**src/rtl/gpx_pkg.sv**
```systemverilog
package gpx_pkg;
  localparam int ADDR_W = 4;
  localparam logic [ADDR_W-1:0] ADR_INPUT = 4'h0;
  localparam logic [ADDR_W-1:0] ADR_POL   = 4'h1;
  localparam logic [ADDR_W-1:0] ADR_KEEP  = 4'h2;
  localparam logic [ADDR_W-1:0] ADR_PULL  = 4'h3;
  localparam logic [ADDR_W-1:0] ADR_DIR   = 4'h4;
  localparam logic [ADDR_W-1:0] ADR_OUT   = 4'h5;
  localparam logic [ADDR_W-1:0] ADR_MASK  = 4'h6;
endpackage

```
**src/rtl/gpx_sync.sv**
```systemverilog
module gpx_sync #(
  parameter int WIDTH  = 8,
  parameter int STAGES = 2
) (
  input  logic             clk,
  input  logic             rst_n,
  input  logic [WIDTH-1:0] d,
  output logic [WIDTH-1:0] q
);
  logic [STAGES-1:0][WIDTH-1:0] stg_q;

  always_ff @(posedge clk or negedge rst_n) begin
    if (!rst_n) begin
      stg_q <= '0;
    end else begin
      stg_q[0] <= d;
      for (int i = 1; i < STAGES; i++) begin
        stg_q[i] <= stg_q[i-1];
      end
    end
  end

  assign q = stg_q[STAGES-1];
endmodule

```
**src/rtl/gpx_regfile.sv**
```systemverilog
module gpx_regfile
  import gpx_pkg::*;
#(
  parameter int WIDTH = 8
) (
  input  logic              clk,
  input  logic              rst_n,
  input  logic [ADDR_W-1:0] addr,
  input  logic              wr_en,
  input  logic [WIDTH-1:0]  wr_data,
  input  logic              rd_en,
  input  logic [WIDTH-1:0]  pins_sync,
  output logic [WIDTH-1:0]  rd_data,
  output logic              in_read,
  output logic [WIDTH-1:0]  dir_q,
  output logic [WIDTH-1:0]  out_q,
  output logic [WIDTH-1:0]  mask_q,
  output logic [WIDTH-1:0]  keep_q,
  output logic [WIDTH-1:0]  pull_q
);
  logic [WIDTH-1:0] pol_q, pol_d, dir_d, out_d, mask_d, keep_d, pull_d;
  logic [WIDTH-1:0] rd_q, rd_d, rd_mux;
  logic we_pol, we_dir, we_out, we_mask, we_keep, we_pull;

  assign we_pol  = wr_en && (addr == ADR_POL);
  assign we_keep = wr_en && (addr == ADR_KEEP);
  assign we_pull = wr_en && (addr == ADR_PULL);
  assign we_dir  = wr_en && (addr == ADR_DIR);
  assign we_out  = wr_en && (addr == ADR_OUT);
  assign we_mask = wr_en && (addr == ADR_MASK);
  assign in_read = rd_en && (addr == ADR_INPUT);

  always_comb begin
    pol_d  = we_pol  ? wr_data : pol_q;
    keep_d = we_keep ? wr_data : keep_q;
    pull_d = we_pull ? wr_data : pull_q;
    dir_d  = we_dir  ? wr_data : dir_q;
    out_d  = we_out  ? wr_data : out_q;
    mask_d = we_mask ? wr_data : mask_q;
  end

  always_comb begin
    case (addr)
      ADR_INPUT: rd_mux = pins_sync ^ pol_q;
      ADR_POL:   rd_mux = pol_q;
      ADR_KEEP:  rd_mux = keep_q;
      ADR_PULL:  rd_mux = pull_q;
      ADR_DIR:   rd_mux = dir_q;
      ADR_OUT:   rd_mux = out_q;
      ADR_MASK:  rd_mux = mask_q;
      default:   rd_mux = '0;
    endcase
    rd_d = rd_en ? rd_mux : rd_q;
  end

  always_ff @(posedge clk or negedge rst_n) begin
    if (!rst_n) begin
      pol_q  <= '0;
      keep_q <= '1;
      pull_q <= '1;
      dir_q  <= '0;
      out_q  <= '0;
      mask_q <= '1;
      rd_q   <= '0;
    end else begin
      pol_q  <= pol_d;
      keep_q <= keep_d;
      pull_q <= pull_d;
      dir_q  <= dir_d;
      out_q  <= out_d;
      mask_q <= mask_d;
      rd_q   <= rd_d;
    end
  end

  assign rd_data = rd_q;
endmodule

```
**src/rtl/gpx_irq.sv**
```systemverilog
module gpx_irq #(
  parameter int WIDTH = 8
) (
  input  logic             clk,
  input  logic             rst_n,
  input  logic [WIDTH-1:0] pins_sync,
  input  logic [WIDTH-1:0] dir_q,
  input  logic [WIDTH-1:0] mask_q,
  input  logic             snap_ld,
  output logic             irq_q
);
  logic [WIDTH-1:0] snap_q, snap_d, diff;
  logic             irq_d;

  assign diff = (pins_sync ^ snap_q) & ~mask_q & ~dir_q;

  always_comb begin
    snap_d = snap_ld ? pins_sync : snap_q;
    irq_d  = snap_ld ? 1'b0 : (|diff);
  end

  always_ff @(posedge clk or negedge rst_n) begin
    if (!rst_n) begin
      snap_q <= '0;
      irq_q  <= 1'b0;
    end else begin
      snap_q <= snap_d;
      irq_q  <= irq_d;
    end
  end
endmodule

```
**src/rtl/gpio_expander_regs.sv**
```systemverilog
module gpio_expander_regs
  import gpx_pkg::*;
#(
  parameter int WIDTH       = 8,
  parameter int SYNC_STAGES = 2
) (
  input  logic              clk,
  input  logic              rst_n,
  input  logic [ADDR_W-1:0] addr,
  input  logic              wr_en,
  input  logic [WIDTH-1:0]  wr_data,
  input  logic              rd_en,
  output logic [WIDTH-1:0]  rd_data,
  input  logic [WIDTH-1:0]  pin_in,
  output logic [WIDTH-1:0]  pin_oe,
  output logic [WIDTH-1:0]  pin_out,
  output logic [WIDTH-1:0]  hold_en,
  output logic [WIDTH-1:0]  pull_up_en,
  output logic [WIDTH-1:0]  pull_dn_en,
  output logic              int_n
);
  logic [WIDTH-1:0] pins_sync, dir_q, out_q, mask_q, keep_q, pull_q;
  logic             in_read, irq_q;

  gpx_sync #(.WIDTH(WIDTH), .STAGES(SYNC_STAGES)) u_sync (
    .clk(clk), .rst_n(rst_n), .d(pin_in), .q(pins_sync)
  );

  gpx_regfile #(.WIDTH(WIDTH)) u_rf (
    .clk(clk), .rst_n(rst_n), .addr(addr), .wr_en(wr_en),
    .wr_data(wr_data), .rd_en(rd_en), .pins_sync(pins_sync),
    .rd_data(rd_data), .in_read(in_read), .dir_q(dir_q), .out_q(out_q),
    .mask_q(mask_q), .keep_q(keep_q), .pull_q(pull_q)
  );

  gpx_irq #(.WIDTH(WIDTH)) u_irq (
    .clk(clk), .rst_n(rst_n), .pins_sync(pins_sync), .dir_q(dir_q),
    .mask_q(mask_q), .snap_ld(in_read), .irq_q(irq_q)
  );

  assign pin_oe     = dir_q;
  assign pin_out    = out_q & dir_q;
  assign hold_en    = keep_q;
  assign pull_up_en = pull_q & ~keep_q;
  assign pull_dn_en = ~pull_q & ~keep_q;
  assign int_n      = ~irq_q;
endmodule

```
**config.mk**
```make
export PLATFORM = sky130hd
export DESIGN_NAME = gpio_expander_regs
export DESIGN_NICKNAME = d
export VERILOG_FILES = /design/src/rtl/gpx_pkg.sv /design/src/rtl/gpx_sync.sv /design/src/rtl/gpx_regfile.sv /design/src/rtl/gpx_irq.sv /design/src/rtl/gpio_expander_regs.sv
export SDC_FILE = /design/constraint.sdc
export NUM_CORES = 1
export LEC_CHECK = 0
export BUFFER_PORTS_ARGS = -buffer_cell sky130_fd_sc_hd__buf_2
export CAP_MARGIN = 30
export CORE_ASPECT_RATIO = 1.25
export CORE_UTILIZATION = 45
export DETAILED_ROUTE_END_ITERATION = 6
export GPL_ROUTABILITY_DRIVEN = 0
export PLACE_DENSITY = 0.67
export SYNTH_ARGS = -nofsm -noshare
export SYNTH_HDL_FRONTEND = slang
export SYNTH_SLANG_ARGS = --single-unit
```
**constraint.sdc**
```tcl
create_clock -name clk -period 3 [get_ports clk]
set_input_delay 0.3 -clock clk [delete_from_list [all_inputs] [get_ports clk]]
set_output_delay 0.3 -clock clk [all_outputs]
set_load 0.1 [all_outputs]
```
==> summary.md, run 1 <==
| Metric | Value |
|---|---|
| Post-synthesis mux area share | 0.194 |
| Worst path top cell family by delay | simple AND/OR/NAND/NOR gates |
| Core ar. | between 8000 and 9000 um^2 |
| Mean post-synth cell area | 13.4 um^2 |
| Sink Count | between 80 and 90 |
| Critical path class | input port to flop |
| CTS resizes | 0 |
| Global-route wire length before repair | 14300 um |
| Inserted Clock Buffers | 9 |
| Crit start category | input port |
| Top post-synthesis cells by area | dfrtp_1 37%, mux2_2 19%, dfstp_2 17%, nor2b_1 2.5%, a222oi_1 1.8% |
| I/O Buffers | 72 |
| Clk slew on worst S/H paths | approximately 0.080 ns |
| Post-Synth Simple-Gate Area | 0.120 |
| Slew margin rel. | 0.440 |
| Sum of buffers and inverters on the critical path | 1 |
| Initial DRC count | ~250 |
| Status | complete, but fails checks |
| Final core utilization | 0.541 |
| Area Overhead vs Synth | 17.0% |
| Crit-path cells | buf_2 -> nor2b_1 -> a22o_2 -> a222oi_1 -> o221ai_1 |
| Antenna cells | 0 |
| Synth area leader | dfrtp_1 |
| Main combinational cell family by area after synthesis | multiplexers |
| Synthesized flop and latch total | a little over 80 |
| Seq/Total Area, Yosys | 0.540 |
| Worst R2R Start | u_sync.q[7] |
| DIE HEIGHT | 105 um |
| Syn_nets | 308 |
| Power per cell area | 944 nW/um^2 |
| Gate count of the mapped netlist | between 200 and 300 |
| Slowest cell on the critical path | nor2b_1 |
| Achievable Freq | 555 MHz |
| Switching power | 1.92 mW |
| CTS Hold Buffers Added | 1 |
| YS warnings | 0 |
| Final ANT Viol Nets | 0 |
| CTS tree | done |
| Post-DR vias/cell | 5.71 |
| Initial antenna violation count | 0 |
| Die area | 8840 um^2 |
| Clock Tree Buf Depth | 2 |
| Compound-Gate Fraction of Synth Area | 0.0860 |
| Sequential power share | 0.366 |
| H-tree levels | 3 |
| Gr ovfl total | 0 |
| Share of layout cells above drive strength 1 | 0.536 |
| Tot GR Track Use | 0.217 |
| Xor and xnor area share after synthesis | 0.0253 |
| Drt first pass iters | 7 |
| Pleak | 1.98 nW |
| Comb power frac | 0.410 |
| Slew of the pin with the lowest slew margin | 0.838 ns |
| Crit-path max cell delay | 0.74 ns |
| Area fraction of the dominant cell type after synthesis | 0.374 |
| Power Internal | ~2.3 mW |
| Critical path required time | 3.25 ns |
| Adder-cell share of the synthesized area | 0 |
| Setup TNS | 0 ns |
| Largest fanout on the critical path | 24 |
| Crit path time final | 1.80 ns |
| Number of global-route vias before repair | ~2.6k |
| Row cnt | 37 |
| Hold Path Class | input port to flop |
| Setup WS post-layout | 1.20 ns |
| Most common cell after layout, fill and taps aside | buf_2 |
| Pre-CTS setup slack | approximately 0.85 ns |
| Die width | 84.3 um |
| Max_cap viols | 0 |
| Via Count | 2619 |
| I/O Pins | 73 |
| Clk pwr share | 0.224 |
| DP Wirelength | 6050 um |
| Post-route clock period utilization | 0.601 |
| Hold_sp | pin_in[7] |
| Synth async-reset ratio | 1.00 |
| Top FF cell, synth | dfrtp_1 |
| Post-synth EDFFs | 0 |
| Setup Skew | 0.0112 ns |
| WL/cell | 19.7 um |
| Setup Fix Bufs, Post-CTS | 0 |
| Crit path from | addr[0] |
| Switch share | 0.456 |
| Nets@finish | 381 |
| Post-Syn Area | 3810 um^2 |
| Critical Path AT | 2.06 ns |
| Final number of setup-violating endpoints | 0 |
| Latest clock arrival within the worst-skew pair | 0.35 ns |
| IR drop worst, VDD | roughly 0.00076 V |
| CP endpoint kind | flop |
| Most used cells in the layout excluding fill and tap cells | 71 x buf_2, 64 x mux2_2, 57 x dfrtp_1 |
| Distinct cell type count after synthesis | 45 |
| RSZ-0062 raised after global routing | no |
| DRC | 4 |
| Detailed Route WL | 9050 um |
| Largest net degree at the start of global routing | 50 |
| Failing checks | DRC |
| Max-slew violations | 0 |
| Final Hold Viols | 0 |
| Root buf cell | clkbuf_8 |
| Initial core utilization | 0.462 |
==> registers in the layout, summed over array words and instances, names as in the netlist <==
name          count
u_irq.snap_q      8
u_rf.dir_q        8
u_rf.keep_q       8
u_rf.mask_q       8
u_rf.out_q        8
u_rf.pol_q        8
u_rf.pull_q       8
u_rf.rd_data      8
u_sync.q          8
u_sync.stg_q      8
u_irq.irq_q       1
==> logic make-up after synthesis <==
| family | count (synthesis) |
|---|---|
| flops | 81 |
| simple gates | 68 |
| mux | 66 |
| compound gates | 38 |
| buf+inv | 20 |
| xor+xnor | 11 |
==> worst reg2reg max path, delay by kind of cell, from the launching register on <==
family          cells  cell delay, ns
simple gates        2            0.59
flops               1            0.43
xor+xnor            1            0.17
compound gates      1            0.17
==> stage by stage <==
step                total power [mW]  cells  instance area, um^2  hold WS [ns]
floorplan                       2.98    284                 3810       0.00441
global placement                3.26    441                 4190         0.331
detailed placement              3.29    442                 4220         0.277
finish                          4.21    459                 4460        0.0460
CTS                             4.22    459                 4460        0.0381
global route                    4.36    459                 4460        0.0255
==> final timing paths <==
path                       cells after the start  slack [ns]              end
hold reg to reg                                0        0.35      u_sync.q[1]
setup reg to reg                               4        1.51      u_irq.irq_q
min in group asynchronous                      2        0.43    u_rf.dir_q[6]
hold / removal                                 1        0.05  u_sync.stg_q[7]
max in group asynchronous                      3        1.93   u_rf.pull_q[0]
setup / recovery                               5        1.20  u_rf.rd_data[2]
==> power groups by stage <==
stage	registers [mW]	logic, mW	clock network, mW
global route	1.57	1.79	0.998
CTS	1.54	1.73	0.950
finish	1.54	1.72	0.943
floorplan	1.97	1.01	0
global placement	1.55	1.71	0
detailed placement	1.56	1.72	0
==> synth_stat cells, types with 2 or more instances <==
cell and instances:
mux2i_1 2, inv_2 2, nor2_1 11, mux2_2 64
and2_1 8, nand3_1 2, a22o_2 7, o221ai_1 2
nand2_1 2, nand3_2 2, o21ai_0 6, or2b_2 2
clkbuf_8 2, nor2b_1 15, dfrtp_1 57, a222oi_1 7
a22oi_1 2, xnor2_1 8, buf_2 2, nor3_1 8
nand2b_1 5, buf_6 4, dfstp_2 24, clkbuf_2 2
xor2_1 3, a32oi_1 6, inv_1 6, nor4_1 2
o32a_1 5
==> layout make-up <==
cell class                 count  area (um^2)
fill                         744         3780
timing repair buffer          74          400
clock inverter                 4         95.1
inverter                       8         30.0
tap                           97          121
sequential                    81         2060
clock buffer                  12          135
multi-input combinational    183         1620
==> metal layers <==
metal	global-route usage	wire (um)	vias up
met4	0.108	250	0
met3	0.0450	454	20
met2	0.339	4500	84
li1	-	-	1181
met5	0	0	-
met1	0.288	3840	1334
Note: power is estimated with default switching activity, not from simulation.
==> run 2, diff against run 1 <==
- ABC_AREA: unset -> 1
- clock period: 3 -> 1.7 ns (I/O delays scaled with it)
==> run 2 against run 1 <==
Against the previous run: the flow still finishes with violations (DRC); worst setup slack worse by 1.1 ns; clock power increased by 66%; highest routed layer unchanged; synthesized cell count increased by 65%; first-iteration DRC count down 3.7%; clock skew decreased by 0.0021 ns.
==> summary.md, run 2 <==
| Metric | Value |
|---|---|
| Number of global-route vias before repair | 3204 (+23%) |
| Area of the multi-input gates | 1600 um^2 (-1.4%) |
| Gate count of the mapped netlist | 469 (+65%) |
| Clock Tree Buf Depth | 2 (unchanged) |
| Clk slew on worst S/H paths | 0.08 ns (about the same) |
| Most common cell after layout, fill and taps aside | nand2_1 |
| Largest fanout on the critical path | 4 (-83%) |
| Pleak | 2.38 nW (+21%) |
| RSZ-0062 raised after global routing | no |
| Gr ovfl total | 0 (unchanged) |
| Hold Path Class | input port to flop |
| YS warnings | 0 (unchanged) |
| Seq/Total Area, Yosys | 0.533 (-0.00682) |
| Hold Path Depth | 3 (+2) |
| I/O Pins | 73 (unchanged) |
| Max-slew violations | 0 (unchanged) |
| Comb power frac | 0.415 (+0.005) |
| Top post-synthesis cells by area | dfrtp_1 37%, dfstp_2 16%, nand2_1 14%, nand3_1 6.6%, nor2_1 5.1% |
| Row cnt | 37 (unchanged) |
| Area Overhead vs Synth | 22.3% |
| Mean post-synth cell area | 8.23 um^2 (-39%) |
| I/O Buffers | 72 (unchanged) |
| Post-synth EDFFs | 0 (unchanged) |
| Routed wl met2 | 5010 um (+11%) |
| Slew of the pin with the lowest slew margin | 0.490 ns (-0.348 ns) |
| Pre-CTS setup slack | 0.203 ns (-0.646 ns) |
| Post-route clock period utilization | 0.969 |
| Hold_sp | wr_data[6] |
| Clk pwr share | 0.211 (-0.013) |
| Wire length on met1 | 4400 um (+15%) |
| Top metal layer carrying routed signals | met4 |
| Crit-path max cell delay | 0.58 ns (-0.16 ns) |
| DP Wirelength | 7510 um (+24%) |
| Power Internal | 3.82 mW (+67%) |
| Slew margin rel. | 0.675 (+0.235) |
| Area fraction of the dominant cell type after synthesis | 0.370 (-0.00473) |
| Final Hold Viols | 0 (unchanged) |
| Status | complete, but fails checks |
| Final core utilization | 0.570 (+0.0284) |
| Synthesized flop and latch total | 81 (unchanged) |
| Setup Skew | 0.00904 ns (-0.00214 ns) |
| Final ANT Viol Nets | 0 (unchanged) |
| Tot GR Track Use | 0.241 (+0.0236) |
| Most numerous cell in the Yosys netlist | nand2_1 |
| Share of layout cells above drive strength 1 | 0.294 (-0.242) |
| Switching power | 3.61 mW (+88%) |
| Failing checks | DRC |
| FF+latch area | 2070 um^2 (+0.49%) |
| Die area | 8950 um^2 (+1.3%) |
| Achievable Freq | around 610 MHz |
| Sequential power share | 0.374 (+0.008) |
| R2R Path End | u_irq.irq_q |
| Nets@finish | 581 (+52%) |
| Syn_nets | 493 (+60%) |
| Hold path endpoint | u_rf.mask_q[6] |
| Top FF cell, synth | dfrtp_1 |
| Crit-path cells | inv_1 -> nor2_2 -> buf_2 |
| Post-DR vias/cell | 5.17 (-9.4%) |
| Critical Path AT | 1.48 ns (-0.58 ns) |
| Fillers | 753 (+1.2%) |
| FF-to-FF path depth | 5 (+1) |
| Crit path time final | about 1.6 ns |
| Setup TNS | 0 ns (unchanged) |
| Synth area leader | dfrtp_1 |
| Critical path class | flop to primary output |
| CP endpoint kind | primary output |
| Initial antenna violation count | 0 (unchanged) |
| H-tree levels | 3 (unchanged) |
| Die width | 84.8 um (+0.63%) |
| Power per cell area | 1580 nW/um^2 (+67%) |
| Worst R2R Start | u_sync.q[1] |
| Initial core utilization | 0.466 (+0.00330) |
| Largest net degree at the start of global routing | 30 (-40%) |
| Core ar. | 8290 um^2 (+0.56%) |
| Sink Count | 81 (unchanged) |
| Most used cells in the layout excluding fill and tap cells | 144 x nand2_1, 70 x buf_2, 51 x nand3_1 |
| Inserted Clock Buffers | 9 (unchanged) |
| Slowest cell on the critical path | dfstp_2 |
| Synth async-reset ratio | 1.00 (unchanged) |
| Total Power | 7.43 mW (+77%) |
| Detailed Route WL | 10200 um (+12%) |
| Post-synth top cells | 144 x nand2_1, 57 x dfrtp_1, 52 x nor2_1 |
| Final number of setup-violating endpoints | 0 (unchanged) |
| IR drop worst, VDD | 0.000785 V (+2.6%) |
| Max_cap viols | 0 (unchanged) |
| CTS tree | done |
| Via Count | 3408 (+30%) |
| Root buf cell | clkbuf_8 |
| Distinct cell type count after synthesis | 22 (-51%) |
| Critical path required time | 1.53 ns (-1.72 ns) |
| Drt first pass iters | 7 (unchanged) |
| Setup WS post-layout | 0.0525 ns (-1.14 ns) |
| DRC | 3 (-1) |
| Global-route wire length before repair | 16100 um (+13%) |
| WL/cell | 15.4 um (-22%) |
| Flop-to-flop setup slack | 0.52 ns (-0.99 ns) |
| Metal3 WL | 471 um (+3.7%) |
| Post-Syn Area | 3860 um^2 (+1.3%) |
| Antenna cells | 0 (unchanged) |
| Latest clock arrival within the worst-skew pair | 0.35 ns (about the same) |
| Crit start category | flop |
| DIE HEIGHT | 106 um (+0.63%) |
| Switch share | 0.486 (+0.0302) |
| Initial DRC count | 236 (-3.7%) |
## run 2: logic make-up (layout without fill, tap and decap cells)
kind of cell / Yosys count / count (layout) / synth area share
buf+inv: 57 / 150 / 0.0635
simple gates: 263 / 263 / 0.295
xor+xnor: 8 / 8 / 0.0182
flops: 81 / 81 / 0.533
compound gates: 60 / 60 / 0.0908
## run 2: critical path: cells and delay by family (launching register included)
family / cells / cell delay (ns)
flops: 1 / 0.58
simple gates: 1 / 0.07
buf+inv: 2 / 0.48
## run 2: power by group through the flow
stage | registers, mW | clock network (mW) | logic [mW]
CTS | 2.78 | 1.59 | 3.10
global route | 2.82 | 1.66 | 3.23
floorplan | 3.51 | 0 | 1.80
finish | 2.78 | 1.57 | 3.09
global placement | 2.80 | 0 | 3.05
detailed placement | 2.81 | 0 | 3.08
## run 2: layer usage
| metal | vias up | track usage |
|---|---|---|
| met3 | 24 | 0.0415 |
| met5 | - | 0 |
| met4 | 0 | 0.103 |
| li1 | 1662 | - |
| met1 | 1606 | 0.312 |
| met2 | 116 | 0.398 |
## run 2: how the worst max path moves through the flow
stage	startpoint	endpoint	cells after the start
4_1_cts	u_rf.pull_q[6]	pull_up_en[6]	3
3_3_place_gp	addr[1]	u_irq.snap_q[0]	7
6_report	u_rf.pull_q[6]	pull_up_en[6]	3
5_1_grt	u_rf.pull_q[7]	pull_up_en[7]	3
3_5_place_dp	addr[1]	u_irq.snap_q[6]	7
2_1_floorplan	u_rf.keep_q[0]	pull_up_en[0]	1
## run 2: area by class of cell
class / count / share of cell area
flip-flops and latches: 81 / 0.438
multi-input cells: 331 / 0.339
repair buffers: 93 / 0.118
inverters: 41 / 0.0326
clock buffers: 12 / 0.0308
well taps: 97 / 0.0257
clock inverters: 4 / 0.0162
## run 2: timing repair
item,in CTS,in global routing
gates resized for setup,0,1
hold buffers,9,0
setup buffers,0,0
endpoints found under the setup margin,0,1
endpoints found under the hold margin,25,0
## run 2: through the flow
stage	instance area, um^2	cells	hold WS [ns]
3_5_place_dp	4410	634	0.127
2_1_floorplan	3910	469	-0.126
3_3_place_gp	4410	634	0.120
5_1_grt	4720	659	0.0442
6_report	4720	659	0.0466
4_1_cts	4720	659	0.0369
==> run 3, diff against run 2 <==
- CORE_MARGIN: unset -> 2
- CTS_BUF_LIST: unset -> sky130_fd_sc_hd__clkbuf_8
==> run 3 against run 2 <==
Against the previous run: the flow now finishes without violations; worst hold slack worse by 0.0044 ns; critical path depth stayed put; die area is 4.3% higher; largest cell class unchanged; highest routed layer unchanged.
==> summary.md, run 3 (synthesis gave the netlist of run 2 again) <==
| Metric | Value |
|---|---|
| CP endpoint kind | primary output |
| Slew margin rel. | 0.677 (+0.00151) |
| Initial antenna violation count | 0 (unchanged) |
| Hold Path Depth | 3 (unchanged) |
| Share of layout cells above drive strength 1 | 0.296 (+0.00231) |
| Number of global-route vias before repair | 3239 (+1.1%) |
| Tot GR Track Use | 0.235 (-0.00572) |
| DP Wirelength | 7450 um (-0.84%) |
| Max-slew violations | 0 (unchanged) |
| Drt first pass iters | 5 (-2) |
| DRC | 0 (-3) |
| Antenna cells | 0 (unchanged) |
| Initial core utilization | 0.466 (unchanged) |
| Crit path time final | 1.64 ns (-0.00522 ns) |
| WL/cell | 15.4 um (about the same) |
| Crit-path max cell delay | 0.58 ns (about the same) |
| Latest clock arrival within the worst-skew pair | 0.36 ns (about the same) |
| Largest fanout on the critical path | 4 (unchanged) |
| FF-to-FF path depth | 5 (unchanged) |
| I/O Buffers | 72 (unchanged) |
| Pleak | 2.36 nW (-0.94%) |
| Die width | 86.8 um (+2.4%) |
| Row cnt | 37 (unchanged) |
| Setup Skew | 0.00793 ns (-0.00111 ns) |
| Power Internal | 3.56 mW (-6.7%) |
| Final ANT Viol Nets | 0 (unchanged) |
| Post-DR vias/cell | 5.17 (about the same) |
| Power per cell area | 1530 nW/um^2 (-2.6%) |
| Achievable Freq | 609 MHz (+0.32%) |
| Total Power | 7.19 mW (-3.3%) |
| Switch share | 0.504 (+0.0184) |
| Initial DRC count | 183 (-22%) |
| Clk slew on worst S/H paths | 0.08 ns (about the same) |
| Crit start category | flop |
| Most common cell after layout, fill and taps aside | nand2_1 |
| CTS tree | done |
| RSZ-0062 raised after global routing | no |
| Setup TNS | 0 ns (unchanged) |
| Sequential power share | 0.388 (+0.014) |
| Detailed Route WL | 10200 um (-0.11%) |
| Slew of the pin with the lowest slew margin | 0.485 ns (-0.00563 ns) |
| Hold Path Class | input port to flop |
| Critical path class | flop to primary output |
| Root buf cell | clkbuf_8 |
| Slowest cell on the critical path | dfstp_2 |
| Nets@finish | 580 (-0.17%) |
| Status | finished clean |
| Inserted Clock Buffers | 9 (unchanged) |
| Critical path required time | 1.53 ns (about the same) |
| Fin Hold WS | 0.0422 ns (-0.00444 ns) |
| Setup Fix Bufs, Post-CTS | 0 (unchanged) |
| Post-route clock period utilization | 0.966 (-0.00307) |
| Area Overhead vs Synth | 21.4% |
| Die area | 9340 um^2 (+4.3%) |
| Placed Cells | 633 (-0.16%) |
| Max_cap viols | 0 (unchanged) |
| I/O Pins | 73 (unchanged) |
| Final number of setup-violating endpoints | 0 (unchanged) |
| Switching power | 3.63 mW (+0.40%) |
| Comb power frac | 0.431 (+0.016) |
| Sink Count | 81 (unchanged) |
| Via Count | 3403 (-0.15%) |
| Gr ovfl total | 0 (unchanged) |
| DIE HEIGHT | 108 um (+1.9%) |
| Crit-path cells | inv_1 -> nor2_2 -> buf_2 |
| Final Hold Viols | 0 (unchanged) |
| IR drop worst, VDD | 0.000869 V (+11%) |
| Global-route wire length before repair | 16300 um (+1.2%) |
| H-tree levels | 3 (unchanged) |
| Clock Tree Buf Depth | 2 (unchanged) |
| Critical Path AT | 1.47 ns (about the same) |
| Most used cells in the layout excluding fill and tap cells | 144 x nand2_1, 64 x buf_2, 51 x nand3_1 |
| Core ar. | 8290 um^2 (unchanged) |
| Largest net degree at the start of global routing | 37 (+23%) |
| Non-filler instance count after layout | 658 (-0.15%) |
| Clk pwr share | 0.181 (-0.030) |
run 3: changes by cell type in the layout (fill, tap and decap cells not counted), moves of 2 or more:
cell       delta
buf_2         -6
bufinv_16     -2
clkbuf_1      -2
clkbuf_4      +6
clkinv_2      +3
run 3: cell type report:
class	instances	area, um^2
Fill cell	785	3600
Clock buffer	11	151
Timing Repair Buffer	92	566
Tap cell	97	121
Sequential cell	81	2070
Multi-Input combinational cell	331	1600
Clock inverter	5	30.0
Inverter	41	154
run 3: routing by layer:
metal  vias up  share of wire  global-route usage
li1       1658              -                   -
met1      1615           0.43               0.320
met2       105           0.48               0.360
met3        25          0.059              0.0544
met4         0          0.028              0.0971
met5         -              0                   0
run 3: worst paths after layout:
kind / from / slack, ns / to
worst max-delay path: u_rf.pull_q[3] / 0.06 / pull_up_en[3]
worst min-delay path: wr_data[2] / 0.04 / u_rf.mask_q[2]
worst max register to register: u_sync.q[1] / 0.53 / u_irq.irq_q
worst min register to register: u_sync.stg_q[7] / 0.35 / u_sync.q[7]
max in group asynchronous: rst_n / 0.76 / u_rf.pull_q[3]
min in group asynchronous: rst_n / 0.31 / u_rf.out_q[3]
run 3: worst max-delay path: cells and delay by family (launching register included):
kind / cells / cell delay, ns
buffers and inverters: 2 / 0.48
AND/OR/NAND/NOR: 1 / 0.06
flip-flops: 1 / 0.58
run 3: what timing repair did:
action | 4_1_cts | 5_1_grt
hold buffers | 9 | 0
setup endpoints to repair | 0 | 7
gates resized for setup | 0 | 7
hold endpoints to repair | 39 | 0
run 3: through the flow:
stage / utilization / worst slack (ns) / instance area (um^2)
6_report: 0.566 / 0.0577 / 4690
3_3_place_gp: 0.531 / 0.325 / 4400
2_1_floorplan: - / 0.114 / 3910
4_1_cts: 0.563 / 0.0216 / 4670
3_5_place_dp: 0.531 / 0.298 / 4400
5_1_grt: 0.566 / 0.0133 / 4690
run 3: power by group through the flow:
stage               combinational, mW  sequential [mW]  clock, mW
detailed placement               3.08             2.82          0
global placement                 3.05             2.82          0
finish                           3.10             2.79       1.30
CTS                              3.10             2.79       1.32
global route                     3.26             2.84       1.39
floorplan                        1.80             3.51          0
